File: config.mk
export PLATFORM = sky130hd
export DESIGN_NAME = fracmul_seq
export DESIGN_NICKNAME = d
export VERILOG_FILES = /design/src/rtl/fracmul_pkg.sv /design/src/rtl/fracmul_core.sv /design/src/rtl/fracmul_ctrl.sv /design/src/rtl/fracmul_acc.sv /design/src/rtl/fracmul_seq.sv
export SDC_FILE = /design/constraint.sdc
export NUM_CORES = 1
export LEC_CHECK = 0
export BUFFER_PORTS_ARGS = -buffer_cell sky130_fd_sc_hd__buf_4
export CAP_MARGIN = 40
export CORE_MARGIN = 2
export CORE_UTILIZATION = 40
export DETAILED_ROUTE_END_ITERATION = 8
export SYNTH_ARGS = -nofsm -noshare
export SYNTH_HDL_FRONTEND = slang
export SYNTH_SLANG_ARGS = --single-unit
File: constraint.sdc
create_clock -name clk -period 8.4 [get_ports clk]
set_input_delay 0.84 -clock clk [delete_from_list [all_inputs] [get_ports clk]]
set_output_delay 0.84 -clock clk [all_outputs]
set_load 0.02 [all_outputs]
File: src/rtl/fracmul_pkg.sv
package fracmul_pkg;

    localparam int HALF_W = 8;
    localparam int OPND_W = 2 * HALF_W;
    localparam int PROD_W = 2 * HALF_W;
    localparam int ACC_W  = 4 * HALF_W;
    localparam int FULL_W = 2 * HALF_W + 2;
    localparam int LAT_W  = 4;

    typedef enum logic [1:0] {
        STEP_HH = 2'd0,   // signed high(a) x signed high(b)
        STEP_LL = 2'd1,   // unsigned low(a) x unsigned low(b)
        STEP_HL = 2'd2,   // signed high(a) x unsigned low(b)
        STEP_LH = 2'd3    // signed high(b) x unsigned low(a)
    } step_e;

    typedef enum logic [1:0] {
        ST_IDLE = 2'd0,
        ST_MUL  = 2'd1,
        ST_ACC  = 2'd2
    } state_e;

    typedef struct packed {
        logic [HALF_W-1:0] x;
        logic [HALF_W-1:0] y;
        logic              x_sgn;
        logic              y_sgn;
    } mul_req_t;

    typedef struct packed {
        logic              carry;   // bit lost by the doubling
        logic [PROD_W-1:0] frac;    // doubled product, 16 bits
    } mul_rsp_t;

    function automatic mul_req_t pick_operands(step_e s,
                                               logic [OPND_W-1:0] a,
                                               logic [OPND_W-1:0] b);
        mul_req_t r;
        logic [HALF_W-1:0] ah, al, bh, bl;
        ah = a[OPND_W-1:HALF_W];
        al = a[HALF_W-1:0];
        bh = b[OPND_W-1:HALF_W];
        bl = b[HALF_W-1:0];
        unique case (s)
            STEP_HH: r = '{x: ah, y: bh, x_sgn: 1'b1, y_sgn: 1'b1};
            STEP_LL: r = '{x: al, y: bl, x_sgn: 1'b0, y_sgn: 1'b0};
            STEP_HL: r = '{x: ah, y: bl, x_sgn: 1'b1, y_sgn: 1'b0};
            default: r = '{x: bh, y: al, x_sgn: 1'b1, y_sgn: 1'b0};
        endcase
        return r;
    endfunction

    function automatic logic [ACC_W-1:0] accumulate(step_e s,
                                                    logic [ACC_W-1:0] acc,
                                                    mul_rsp_t r);
        logic [ACC_W-1:0] nxt;
        unique case (s)
            STEP_HH: nxt = {r.frac, {PROD_W{1'b0}}};
            STEP_LL: nxt = acc + ACC_W'({r.carry, r.frac});
            default: nxt = (acc - (ACC_W'(r.carry) << (3 * HALF_W)))
                           + (ACC_W'(r.frac) << HALF_W);
        endcase
        return nxt;
    endfunction

endpackage

File: src/rtl/fracmul_core.sv
module fracmul_core
    import fracmul_pkg::*;
(
    input  logic     clk,
    input  logic     rst,
    input  logic     load,
    input  mul_req_t req,
    output mul_rsp_t rsp
);
    logic signed [HALF_W:0]   xe, ye;
    logic signed [FULL_W-1:0] full;
    logic        [PROD_W-1:0] raw;

    always_comb begin
        xe   = $signed({req.x_sgn & req.x[HALF_W-1], req.x});
        ye   = $signed({req.y_sgn & req.y[HALF_W-1], req.y});
        full = FULL_W'(xe) * FULL_W'(ye);
        raw  = full[PROD_W-1:0];
    end

    always_ff @(posedge clk) begin
        if (rst) begin
            rsp <= '0;
        end else if (load) begin
            rsp.carry <= raw[PROD_W-1];
            rsp.frac  <= {raw[PROD_W-2:0], 1'b0};
        end
    end

    // a mixed product with a nonzero unsigned byte takes the sign of the signed byte
    p_mixed_sign_r7: assert property (@(posedge clk) disable iff (rst)
        (load && req.x_sgn && !req.y_sgn && req.y != '0)
        |=> (rsp.carry == $past(req.x[HALF_W-1])));

endmodule

File: src/rtl/fracmul_ctrl.sv
module fracmul_ctrl
    import fracmul_pkg::*;
(
    input  logic  clk,
    input  logic  rst,
    input  logic  start,
    output logic  accept,
    output logic  busy,
    output logic  mul_load,
    output logic  acc_load,
    output step_e step,
    output logic  done
);
    state_e state;

    assign busy     = (state != ST_IDLE);
    assign accept   = (state == ST_IDLE) && start;
    assign mul_load = (state == ST_MUL);
    assign acc_load = (state == ST_ACC);

    always_ff @(posedge clk) begin
        if (rst) begin
            state <= ST_IDLE;
            step  <= STEP_HH;
            done  <= 1'b0;
        end else begin
            done <= 1'b0;
            unique case (state)
                ST_IDLE: if (start) begin
                    state <= ST_MUL;
                    step  <= STEP_HH;
                end
                ST_MUL: state <= ST_ACC;
                ST_ACC: begin
                    if (step == STEP_LH) begin
                        state <= ST_IDLE;
                        done  <= 1'b1;
                    end else begin
                        state <= ST_MUL;
                        step  <= step_e'(step + 2'd1);
                    end
                end
                default: state <= ST_IDLE;
            endcase
        end
    end

    // Edge counter for the latency check: 1 after the accepting edge
    logic [LAT_W-1:0] lat;
    always_ff @(posedge clk) begin
        if (rst)                           lat <= '0;
        else if (accept)                   lat <= LAT_W'(1);
        else if (lat != '0 && lat != '1)   lat <= lat + LAT_W'(1);
    end

    p_done_pulse_r2: assert property (@(posedge clk) disable iff (rst)
        done |=> !done);
    p_latency_r2: assert property (@(posedge clk) disable iff (rst)
        done |-> (lat == LAT_W'(9)));
    p_mul_then_acc_r4: assert property (@(posedge clk) disable iff (rst)
        mul_load |=> acc_load);
    p_step_order_r4: assert property (@(posedge clk) disable iff (rst)
        (acc_load && step != STEP_LH)
        |=> (mul_load && step == step_e'($past(step) + 2'd1)));
    p_first_step_r4: assert property (@(posedge clk) disable iff (rst)
        accept |=> (mul_load && step == STEP_HH));

endmodule

File: src/rtl/fracmul_acc.sv
module fracmul_acc
    import fracmul_pkg::*;
(
    input  logic             clk,
    input  logic             rst,
    input  logic             load,
    input  step_e            step,
    input  mul_rsp_t         rsp,
    output logic [ACC_W-1:0] acc
);
    always_ff @(posedge clk) begin
        if (rst)       acc <= '0;
        else if (load) acc <= accumulate(step, acc, rsp);
    end

    p_low_clear_r5: assert property (@(posedge clk) disable iff (rst)
        (load && step == STEP_HH) |=> (acc[PROD_W-1:0] == '0));
    // the low half stays as written because the carry only reaches bit 16
    p_low_kept_r6: assert property (@(posedge clk) disable iff (rst)
        (load && step == STEP_LL) |=> (acc[PROD_W-1:0] == $past(rsp.frac)));

endmodule

File: src/rtl/fracmul_seq.sv
module fracmul_seq
    import fracmul_pkg::*;
(
    input  logic        clk,
    input  logic        rst,
    input  logic        start,
    input  logic [15:0] op_a,
    input  logic [15:0] op_b,
    output logic [31:0] result,
    output logic        done
);
    logic              accept, busy, mul_load, acc_load;
    step_e             step;
    logic [OPND_W-1:0] a_q, b_q;
    mul_req_t          req;
    mul_rsp_t          rsp;

    always_ff @(posedge clk) begin
        if (rst) begin
            a_q <= '0;
            b_q <= '0;
        end else if (accept) begin
            a_q <= op_a;
            b_q <= op_b;
        end
    end

    assign req = pick_operands(step, a_q, b_q);

    fracmul_ctrl u_ctrl (
        .clk      (clk),
        .rst      (rst),
        .start    (start),
        .accept   (accept),
        .busy     (busy),
        .mul_load (mul_load),
        .acc_load (acc_load),
        .step     (step),
        .done     (done)
    );

    fracmul_core u_core (
        .clk  (clk),
        .rst  (rst),
        .load (mul_load),
        .req  (req),
        .rsp  (rsp)
    );

    fracmul_acc u_acc (
        .clk  (clk),
        .rst  (rst),
        .load (acc_load),
        .step (step),
        .rsp  (rsp),
        .acc  (result)
    );

    // Direct product of the captured operands
    logic signed [ACC_W-1:0] direct;
    assign direct = ACC_W'($signed(a_q)) * ACC_W'($signed(b_q));

    p_result_r1: assert property (@(posedge clk) disable iff (rst)
        done |-> (result == (direct << 1)));
    p_hold_r9: assert property (@(posedge clk) disable iff (rst)
        (!busy && !start) |=> $stable(result));
    p_reset_r8: assert property (@(posedge clk) disable iff (rst)
        $past(rst) |-> (result == '0 && !done));

endmodule

# Yosys cells after proc, flatten, opt, wreduce, memory -nomap -nowiden
# Cells that the tools add are included.
# totals
reg_bits,85
in_bits,35
output_inout_bits,33
elab_cells,38
# classes
add_sub_neg,4
n_mul,1
n_eq_ne,7
muxes,9
n_bitwise,3
reduce_logical,6
# op_table
operator,count
32-bit one-hot mux with 2 select lines,1
18-bit one-hot mux with 3 select lines,1
32-bit by 17-bit adder with 32-bit output,1
32-bit by 24-bit adder with 32-bit output,1
32-bit by 25-bit subtractor with 32-bit output,1
9-bit by 9-bit multiplier with 16-bit output,1
2-bit == test (second input constant),3
2-bit 2-to-1 mux,3
2-bit one-hot mux with 3 select lines,1
2-bit by 1-bit == test with 1-bit output (second input constant),2
2-bit zero test,2
2-bit != test (second input constant),2
2-bit one-hot mux with 2 select lines,1
3-bit AND reduction,1
2-bit by 1-bit adder with 2-bit output (second input constant),1
1-bit AND,2
1-bit 2-to-1 mux,2
2-bit nonzero test,1
2-bit OR reduction,1
1-bit logical AND,1
1-bit NOT,1

# Longest topological paths before layout
# Gate-level depths: netlist of the first run.
# logic_depth
ltp_word,4
depth_mapped,29
ltp_nobuf,27

# By module
# From an unflattened synthesis of the first run, not the netlist that was laid out.
# unflattened
hier_cells,1243
area_unflattened_um2,10063.4
# by_module_without_submodules
module,n_inst,cells_per_inst,area_each_um2,seq_area_each_um2
fracmul_acc,1,678,4949.7,640.6
fracmul_core,1,386,3388.2,320.3
fracmul_seq,1,152,1481.4,640.6
fracmul_ctrl,1,27,244.0,100.1

# Worst setup path before layout of the first run
# OpenSTA, ideal clock, no wires.
# synth_timing
kind,register to register
from,register u_ctrl.step[0]
to,"register, netlist name u_core.rsp[15]"
t_arrival_ns,6.103
required_time_ns,8.330
slack_ns,2.227
stages_incl_launch_ff,26
n_path_buf,2
period_less_slack_ns,6.173
cell_sequence,dfxtp_1 inv_1 ha_1 clkbuf_1 or2_2 clkbuf_1 a22oi_1 nor2_1 a21oi_1 nand2_1 fa_1 fa_1 inv_1 fa_1 inv_1 fa_1 inv_1 fa_1 ha_1 inv_1 o21bai_1 a2111o_1 a311oi_1 xnor2_1 nand2_1 a21oi_1
# synth_between
elab_chain_cells,4
word_cells_on_any_way,7
# synth_rtl
element,line,source
from (decl),fracmul_ctrl.sv:11,"output step_e step,"
from (signal assigned),fracmul_ctrl.sv:40,step <= step_e'(step + 2'd1);
"2-bit == test, or another cell as far along",fracmul_pkg.sv:44,unique case (s)
18-bit one-hot mux with 3 select lines *,fracmul_pkg.sv:44,
"1-bit AND, on equally long branches","fracmul_core.sv:15, fracmul_core.sv:16",
9-bit by 9-bit multiplier with 16-bit output *,fracmul_core.sv:17,full = FULL_W'(xe) * FULL_W'(ye);
# Mark *: on every way between the ends. The rest lies on a longest branch, timed or not.
# A chain may end at the register's enable or synchronous reset.

# Worst setup path in the final report of the first run
# layout_timing
from,register u_ctrl.step[0]
to,"register, netlist name u_core.rsp[15]"
# layout_between
elab_chain_cells,4
word_cells_on_any_way,7
# layout_rtl
element,line
"2-bit == test, or another cell as far along",fracmul_pkg.sv:44
18-bit one-hot mux with 3 select lines *,fracmul_pkg.sv:44
"1-bit AND, on equally long branches","fracmul_core.sv:15, fracmul_core.sv:16"
9-bit by 9-bit multiplier with 16-bit output *,fracmul_core.sv:17
# Marked as above.

==> results of run 1 <==
## layout make-up
| type | instances | area [µm²] |
|---|---|---|
| Timing Repair Buffer | 80 | 631 |
| Sequential cell | 85 | 1700 |
| Inverter | 163 | 612 |
| Clock inverter | 7 | 83.8 |
| Fill cell | 2411 | 12700 |
| Multi-Input combinational cell | 937 | 6930 |
| Clock buffer | 9 | 225 |
| Tap cell | 319 | 399 |
## path summary, 6_finish.rpt
path	to	cells after the start
worst max-delay path	u_core.rsp[15]$_SDFFE_PP0N_	24
worst max register to register	u_core.rsp[15]$_SDFFE_PP0N_	24
worst min register to register	u_acc.acc[0]$_SDFFE_PP0P_	1
worst min-delay path	u_acc.acc[0]$_SDFFE_PP0P_	1
## flip-flops by register name, indices dropped and copies added, names as in the netlist, named ones only
signal        count
u_ctrl.state      2
u_ctrl.done       1
b_q              16
u_core.rsp       16
a_q              16
u_acc.acc        31
u_ctrl.step       2
## cell families (layout without fill, tap and decap cells)
logic type	Yosys count	count (layout)
AND/OR/NAND/NOR	383	383
AO/OA/AOI/OAI	335	335
buffers and inverters	213	259
adder cells (fa/ha/maj)	169	169
flip-flops	85	85
XOR/XNOR	47	47
multiplexers	3	3
## layout by cell type, fill, tap and decap left out, drive strengths merged, types with 10 or more instances in the layout
master	n
o211ai	10
nor3	18
xor2	16
buf	80
a21oi	96
nand3	11
o21ai	68
ha	105
o21a	15
a211oi	21
dfxtp	85
a221oi	11
fa	64
inv	168
a22oi	16
a31oi	14
xnor2	31
nand2	193
and2	19
a21o	19
nor2	90
## power by group
group / internal [mW] / switching (mW) / leakage (nW)
sequential: 0.423 / 0.0257 / 0.692
combinational: 0.227 / 0.337 / 4.03
clock: 0.215 / 0.212 / 0.152
## critical path, cell delays in order, from the launching register on
cell      delay, ns
dfxtp_1        0.44
inv_1          0.09
ha_1           0.20
buf_4          0.24
or2_2          0.39
a22oi_1        0.19
nor2_1         0.06
a21oi_1        0.51
nand2_1        0.17
fa_1           0.53
fa_1           0.56
inv_1          0.06
fa_1           0.52
inv_1          0.05
fa_1           0.52
inv_1          0.05
fa_1           0.46
ha_1           0.35
inv_1          0.07
o21bai_1       0.09
a2111o_1       0.43
a311oi_1       0.27
xnor2_1        0.15
nand2_1        0.07
a21oi_1        0.13
## per-stage QoR
step                      cell area [µm²]  setup slack (ns)
after global placement              10200              1.69
after global routing                10600              1.22
after floorplan                      9430              2.23
after detailed placement            10300              1.72
final                               10600              1.70
after CTS                           10600              1.68
## metal layers
layer  vias to the layer above  global-route usage [%]  routed length (µm)
li1                       4301                       -                   -
met1                      3984                    28.6               11700
met2                       247                    34.7               11700
met3                        46                    3.25                1460
met4                         0                    6.97                 666
met5                         -                       0                   0
==> flow_summary.toml, run 1 <==
[run_status]
outcome = "complete, no violations"

[critical_path]
crit_start = "u_ctrl.step[0]$_SDFFE_PP0P_"
r2r_start = "u_ctrl.step[0]$_SDFFE_PP0P_"
crit_required_ns = 8.68
worst-path-max-fanout = 28
arrival_ns = 6.99
r2r_slack_ns = 1.70
worstSetupPathType = "flop to flop"
startpoint_type = "flop"
cp-end-kind = "flop"

[clocking]
insertion_delay_ns = 0.37
post_cts_buffers = 0
cts-root-buf = "clkbuf_16"
cts_buffer_depth = 2
cts_tree = "done"
path_clk_slew_ns = 0.08
cts_buffers = 9
cts_resized = 0
hold_buffers = 0
cts_num_sinks = 85
htreeDepth = 3

[floorplan]
io_pins = 68
num_rows = 56
coreArea_um2 = 23300
die-area_um2 = 24800
die_x_um = 158
start_util_pct = 40.4
die_height_um = 158

[global_route]
antenna_found_initial = 0
grtUsageTotal_pct = 21.2
grt_overflow = 0
grt_max_degree = 58
grt_pass1_wl_um = 41800
first_global_vias = 8208

[placement]
io_buffers = 67
routabilityCongestion = 0.885
hpwl_um = 20200
dpl.cell_count = 1584

[routing]
antenna_left = 0
viasPerCell = 5.36
first_pass_iters = 5
drtIter0Drc = 520
wl_um = 25500
vias = 8578
detail_route.wl_per_cell_um = 15.9
drcViolationCount = 0

[synth]
async_flop_share_pct = 0
ys_ff_latch = 85
synthTopCellsByCount = "nand2_1 (193), inv_1 (163), ha_1 (105), a21oi_1 (96), nor2_1 (90)"
yosysTopAreaCell = "dfxtp_1"
netlist.area_leader.share_pct = 18.0
yosys.cell_count.top_type = "nand2_1"
synth-seq-area-share_pct = 18.0
synth_warnings = 0
synth_flop_cell = "dfxtp_1"
synth_area_leaders = "dfxtp_1 (18%), ha_1 (14%), fa_1 (14%)"
syn_inst = 1235
synth_top_family_by_area = "adder cells"
avgSynthCellArea_um2 = 7.64
synthMuxAreaShare_pct = 0.318
syn_area_um2 = 9430
synth_edf_count = 0
synth-adder-area-share_pct = 27.5
synth_xor_area_share_pct = 4.36
synth-simple-area-share_pct = 17.8
synth-compound-area-share_pct = 23.5
synth_nets = 1439
synth.distinct_cells = 68

[flow_run]
max_cap_violations = 0

[power_and_ir_drop]
ir_drop_mv = 0.0865
leakagePower_nw = 4.87
report.power.total_mw = 1.44
powerDensity_nw_per_um2 = 136

[final_layout]
drive_gt1_share_pct = 8.98
antenna-diode-count = 0
final_util_pct = 45.4
finalNetCount = 1480
fin_cells = 1600
area_growth_pct = 12.2

[timing]
fin_hold_ws_ns = 0.457
slew_headroom_pct = 46.2
setup_viol = 0
setup-tns-final_ns = 0
hold_viol = 0
min_period_over_period_pct = 79.8
rsz0062_at_grt = "false"
max_freq_mhz = 149
period_needed_ns = 6.70
fin_worst_skew_ns = 0.0164
worst_pin_slew_ns = 0.798
slew_viol_final = 0

[worst_hold_path]
holdCritStartpoint = "u_acc.acc[0]$_SDFFE_PP0P_"
hp-class = "flop to flop"
Power figures use the tool's default switching activity.
==> run 2, diff against run 1 <==
Clock period 8.4 ns to 5.55 ns, I/O delays scaled along.
==> flow_summary.toml, run 2 (synthesis results as in run 1) <==
[run_status]
outcome = "complete, no violations"

[clocking]
cts_buffer_depth = 2
cts-root-buf = "clkbuf_16"
cts_num_sinks = 85
insertion_delay_ns = 0.35
cts_tree = "done"
path_clk_slew_ns = 0.07
htreeDepth = 3
cts_buffers = 9
hold_buffers = 0

[global_route]
grt_pass1_wl_um = 44100
grtUsageTotal_pct = 22.4
antenna_found_initial = 0
grt_max_degree = 41
grt_overflow = 0
first_global_vias = 8652

[routing]
antenna_left = 0
drtIter0Drc = 570
wl_um = 26800
drcViolationCount = 0
vias = 8873
viasPerCell = 5.29
first_pass_iters = 5
detail_route.wl_per_cell_um = 16.0

[worst_hold_path]
hp-class = "primary input to flop"

[timing]
max_freq_mhz = 181
slew_viol_final = 0
fin_ws_ns = 0.0124
worst_pin_slew_ns = 0.843
rsz0062_at_grt = "true"
setup_viol = 0
setup-tns-final_ns = 0
slew_headroom_pct = 43.8
fin_worst_skew_ns = 0.00929
period_needed_ns = 5.54
min_period_over_period_pct = 99.8
hold_viol = 0

[critical_path]
crit_required_ns = 5.83
startpoint_type = "flop"
max_stage_delay_ns = 0.56
cp-end-kind = "flop"
critical-path-top-delay-family = "adder cells"
worstSetupPathType = "flop to flop"
worst-path-max-fanout = 6
cpMaxStageDelayCell = "fa_1"
arrival_ns = 5.82
worstPathCellList = "inv_4, ha_4, buf_4, o21ai_0, a31o_2, inv_1, nand2_1, fa_1, fa_1, inv_1, fa_1, inv_1, fa_1, inv_1, fa_1, ha_4, inv_2, o21bai_4, a2111o_1, a311oi_2, xnor2_1, nand2_1, a21oi_2"
crit_buf_inv = 7
crit_top_cell = "fa_1"

[final_layout]
drive_gt1_share_pct = 17.8
largest_register = "u_acc.acc"
fill_cells = 2300
finalNetCount = 1556
area_growth_pct = 21.2
final_common_cell = "nand2_1"
largest_register_ffs = 31
mostFrequentLayoutCells = "nand2_1 (192), inv_1 (160), buf_4 (151), ha_1 (95), a21oi_1 (92)"
antenna-diode-count = 0

[power_and_ir_drop]
p_sw_mw = 0.870
power_frac_comb_pct = 41.8
leakagePower_nw = 5.26
ir_drop_mv = 0.135
p_seq_share_pct = 30.5
p_int_mw = 1.36
powerDensity_nw_per_um2 = 195
switching_share_pct = 39.0
clkPwrFrac_pct = 27.7

[floorplan]
start_util_pct = 40.4
io_pins = 68
die_height_um = 158
die-area_um2 = 24800
die_x_um = 158
num_rows = 56
coreArea_um2 = 23300

[placement]
routabilityCongestion = 0.880
hpwl_um = 21200
pre_cts_slack_ns = -0.0234
io_buffers = 67

[flow_run]
max_cap_violations = 0
run 2: changes by cell type in the layout (fill, tap and decap cells not counted), moves of 4 or more:
cell     before  now
buf_4        76  151
a22oi_1      16    5
a22oi_2       0   11
ha_1        105   95
ha_4          0    7
o21ai_0      62   56
nor2_1       89   84
a21oi_1      96   92
a21oi_2       0    4
run 2: what timing repair did:
| item | in CTS | in global routing |
|---|---|---|
| pin swaps | 3 | 40 |
| resized for setup | 4 | 40 |
| gates cloned | 0 | 0 |
| setup endpoints to repair | 2 | 5 |
| setup buffers | 1 | 12 |
run 2: layout make-up:
cell class | instances | area, µm² | share of cell area [%]
Multi-Input combinational cell | 937 | 7210 | 63.0
Sequential cell | 85 | 1710 | 15.0
Timing Repair Buffer | 156 | 1200 | 10.5
Inverter | 163 | 617 | 5.40
Tap cell | 319 | 399 | 3.49
Clock buffer | 9 | 225 | 1.97
Clock inverter | 7 | 75.1 | 0.657
run 2: path summary, 6_finish.rpt:
kind | from | end | slack [ns] | depth (start not counted)
setup / recovery | u_ctrl.step[0]$_SDFFE_PP0P_ | u_core.rsp[15]$_SDFFE_PP0N_ | 0.01 | 23
hold / removal | op_b[6] | b_q[6]$_SDFFE_PP0P_ | 0.44 | 3
setup reg to reg | u_ctrl.step[0]$_SDFFE_PP0P_ | u_core.rsp[15]$_SDFFE_PP0N_ | 0.01 | 23
hold reg to reg | a_q[10]$_SDFFE_PP0P_ | a_q[10]$_SDFFE_PP0P_ | 0.46 | 2
run 2: power by group through the flow:
stage / clock (mW) / combinational (mW) / sequential, mW
finish: 0.619 / 0.933 / 0.680
detailed placement: 0 / 0.895 / 0.694
global route: 0.650 / 1.05 / 0.683
CTS: 0.628 / 0.904 / 0.680
floorplan: 0 / 0.646 / 0.684
global placement: 0 / 0.884 / 0.694
run 2: metal layers:
metal	wire [µm]	part of all wire [%]	GRT usage [%]
met5	0	0	0
met4	557	2.1	6.58
met3	1290	4.8	2.84
met2	12600	47	38.0
met1	12400	46	29.8
run 2: worst min-delay path: cells and delay by family:
family,cells,cell delay (ns)
compound gates,1,0.05
buf+inv,1,0.11
simple gates,1,0.04
run 2: stage by stage:
stage               instance area (µm²)  utilization [%]  total power [mW]  hold slack [ns]  cells
floorplan                          9580                -              1.33            0.433   1235
global placement                  10800             46.3              1.58            0.445   1645
detailed placement                10800             46.5              1.59            0.449   1647
CTS                               11200             47.8              2.21            0.433   1664
global route                      11400             49.0              2.38            0.436   1676
finish                            11400             49.0              2.23            0.441   1676
==> run 3, diff against run 2 <==
Settings changed: CORE_MARGIN 2 to unset.
==> flow_summary.toml, run 3 (synthesis results as in run 1) <==
[critical_path]
arrival_ns = 5.77
crit_required_ns = 5.78
startpoint_type = "flop"
crit_top_cell = "fa_1"
cp-end-kind = "flop"
max_stage_delay_ns = 0.64
worst-path-max-fanout = 6
worstSetupPathType = "flop to flop"
cpMaxStageDelayCell = "fa_2"
worstPathCellList = "inv_2, ha_4, o21ai_0, a31o_2, nor2_2, and2_1, fa_2, inv_1, fa_1, inv_1, fa_1, fa_1, ha_1, ha_1, or3_4, a311oi_4, buf_4, o31ai_2, xor2_1, nand2_1, a21oi_1"

[floorplan]
io_pins = 68
die_height_um = 156
coreArea_um2 = 22800
num_rows = 55
die-area_um2 = 24200
die_x_um = 156
start_util_pct = 41.3

[power_and_ir_drop]
powerDensity_nw_per_um2 = 196
p_sw_mw = 0.874
p_int_mw = 1.36
leakagePower_nw = 5.25
p_seq_share_pct = 30.3
ir_drop_mv = 0.156
clkPwrFrac_pct = 27.8
power_frac_comb_pct = 41.8
switching_share_pct = 39.1

[global_route]
first_global_vias = 8512
grt_overflow = 0
antenna_found_initial = 0
grt_pass1_wl_um = 43100
grtUsageTotal_pct = 22.6
grt_max_degree = 42

[clocking]
htreeDepth = 3
path_clk_slew_ns = 0.07
cts_buffers = 9
cts_tree = "done"
cts-root-buf = "clkbuf_16"
cts_buffer_depth = 2
insertion_delay_ns = 0.36
cts_num_sinks = 85

[placement]
dpl.cell_count = 1644
pre_cts_slack_ns = -0.103
routabilityCongestion = 0.906
io_buffers = 67
hpwl_um = 21100

[timing]
max_freq_mhz = 180
hold_viol = 0
slew_viol_final = 0
setup_viol = 0
worst_pin_slew_ns = 0.789
rsz0062_at_grt = "true"
period_needed_ns = 5.55
fin_worst_skew_ns = 0.00789
min_period_over_period_pct = 99.9
fin_ws_ns = 0.00456
slew_headroom_pct = 47.3

[final_layout]
antenna-diode-count = 0
multi_input_area_um2 = 7220
fill_cells = 2298
mostFrequentLayoutCells = "nand2_1 (192), inv_1 (159), buf_4 (147), ha_1 (95), a21oi_1 (93)"
largest_register_ffs = 31
area_growth_pct = 21.0
finalNetCount = 1552
regArea_um2 = 1710
final_common_cell = "nand2_1"
largest_register = "u_acc.acc"
fin_cells = 1666
drive_gt1_share_pct = 17.7

[routing]
drcViolationCount = 0
viasPerCell = 5.31
wl_um = 26700
vias = 8852
antenna_left = 0
first_pass_iters = 5
drtIter0Drc = 451
detail_route.wl_per_cell_um = 16.0

[run_status]
outcome = "complete, no violations"

[worst_hold_path]
hp-class = "primary input to flop"

[flow_run]
max_cap_violations = 0
[run 3: final timing paths]
check	to	start	slack [ns]	depth (start not counted)
worst max-delay path	u_core.rsp[16]$_SDFFE_PP0N_	u_ctrl.step[1]$_SDFFE_PP0P_	0.005	21
worst min-delay path	a_q[7]$_SDFFE_PP0P_	op_a[7]	0.44	3
worst max register to register	u_core.rsp[16]$_SDFFE_PP0N_	u_ctrl.step[1]$_SDFFE_PP0P_	0.005	21
worst min register to register	u_acc.acc[0]$_SDFFE_PP0P_	u_acc.acc[0]$_SDFFE_PP0P_	0.46	1
[run 3: routing by layer]
metal,track usage [%],part of all wire (%)
met2,38.8,47
met5,0,0
met1,30.3,48
met3,2.50,3.7
met4,5.23,1.4
[run 3: timing repair]
item | 4_1_cts | 5_1_grt
gates resized for setup | 6 | 35
pin swaps | 2 | 20
hold buffers | 0 | 0
endpoints found under the setup margin | 3 | 6
buffers inserted | 0 | 6
[run 3: worst max-delay path, delay by kind of cell, from the launching register on]
| family | cells | cell delay, ns |
|---|---|---|
| simple gates | 4 | 0.66 |
| flops | 1 | 0.38 |
| buf+inv | 4 | 0.38 |
| xor+xnor | 1 | 0.14 |
| fa+ha+maj | 7 | 2.84 |
| compound gates | 5 | 1.02 |
[run 3: cell type report]
| class | count | share of cell area (%) |
|---|---|---|
| multi-input cells | 937 | 63.3 |
| flip-flops and latches | 85 | 15.0 |
| repair buffers | 152 | 10.3 |
| inverters | 163 | 5.38 |
| well taps | 313 | 3.43 |
| clock buffers | 9 | 1.97 |
| clock inverters | 7 | 0.625 |
[run 3: power groups by stage]
stage | combinational [mW] | clock, mW | sequential, mW
final | 0.935 | 0.622 | 0.678
after global routing | 1.05 | 0.660 | 0.682
after CTS | 0.915 | 0.635 | 0.679
after detailed placement | 0.906 | 0 | 0.693
after global placement | 0.891 | 0 | 0.693
after floorplan | 0.646 | 0 | 0.684
[run 3: metrics by stage]
step                      hold WS (ns)  setup TNS [ns]  total power, mW  util [%]  cell area (µm²)
after floorplan                  0.433               0             1.33         -             9580
final                            0.439               0             2.24      50.0            11400
after global routing             0.438          -0.677             2.39      50.0            11400
after global placement           0.450               0             1.58      47.4            10800
after CTS                        0.431               0             2.23      49.0            11200
after detailed placement         0.455          -0.209             1.60      47.6            10900
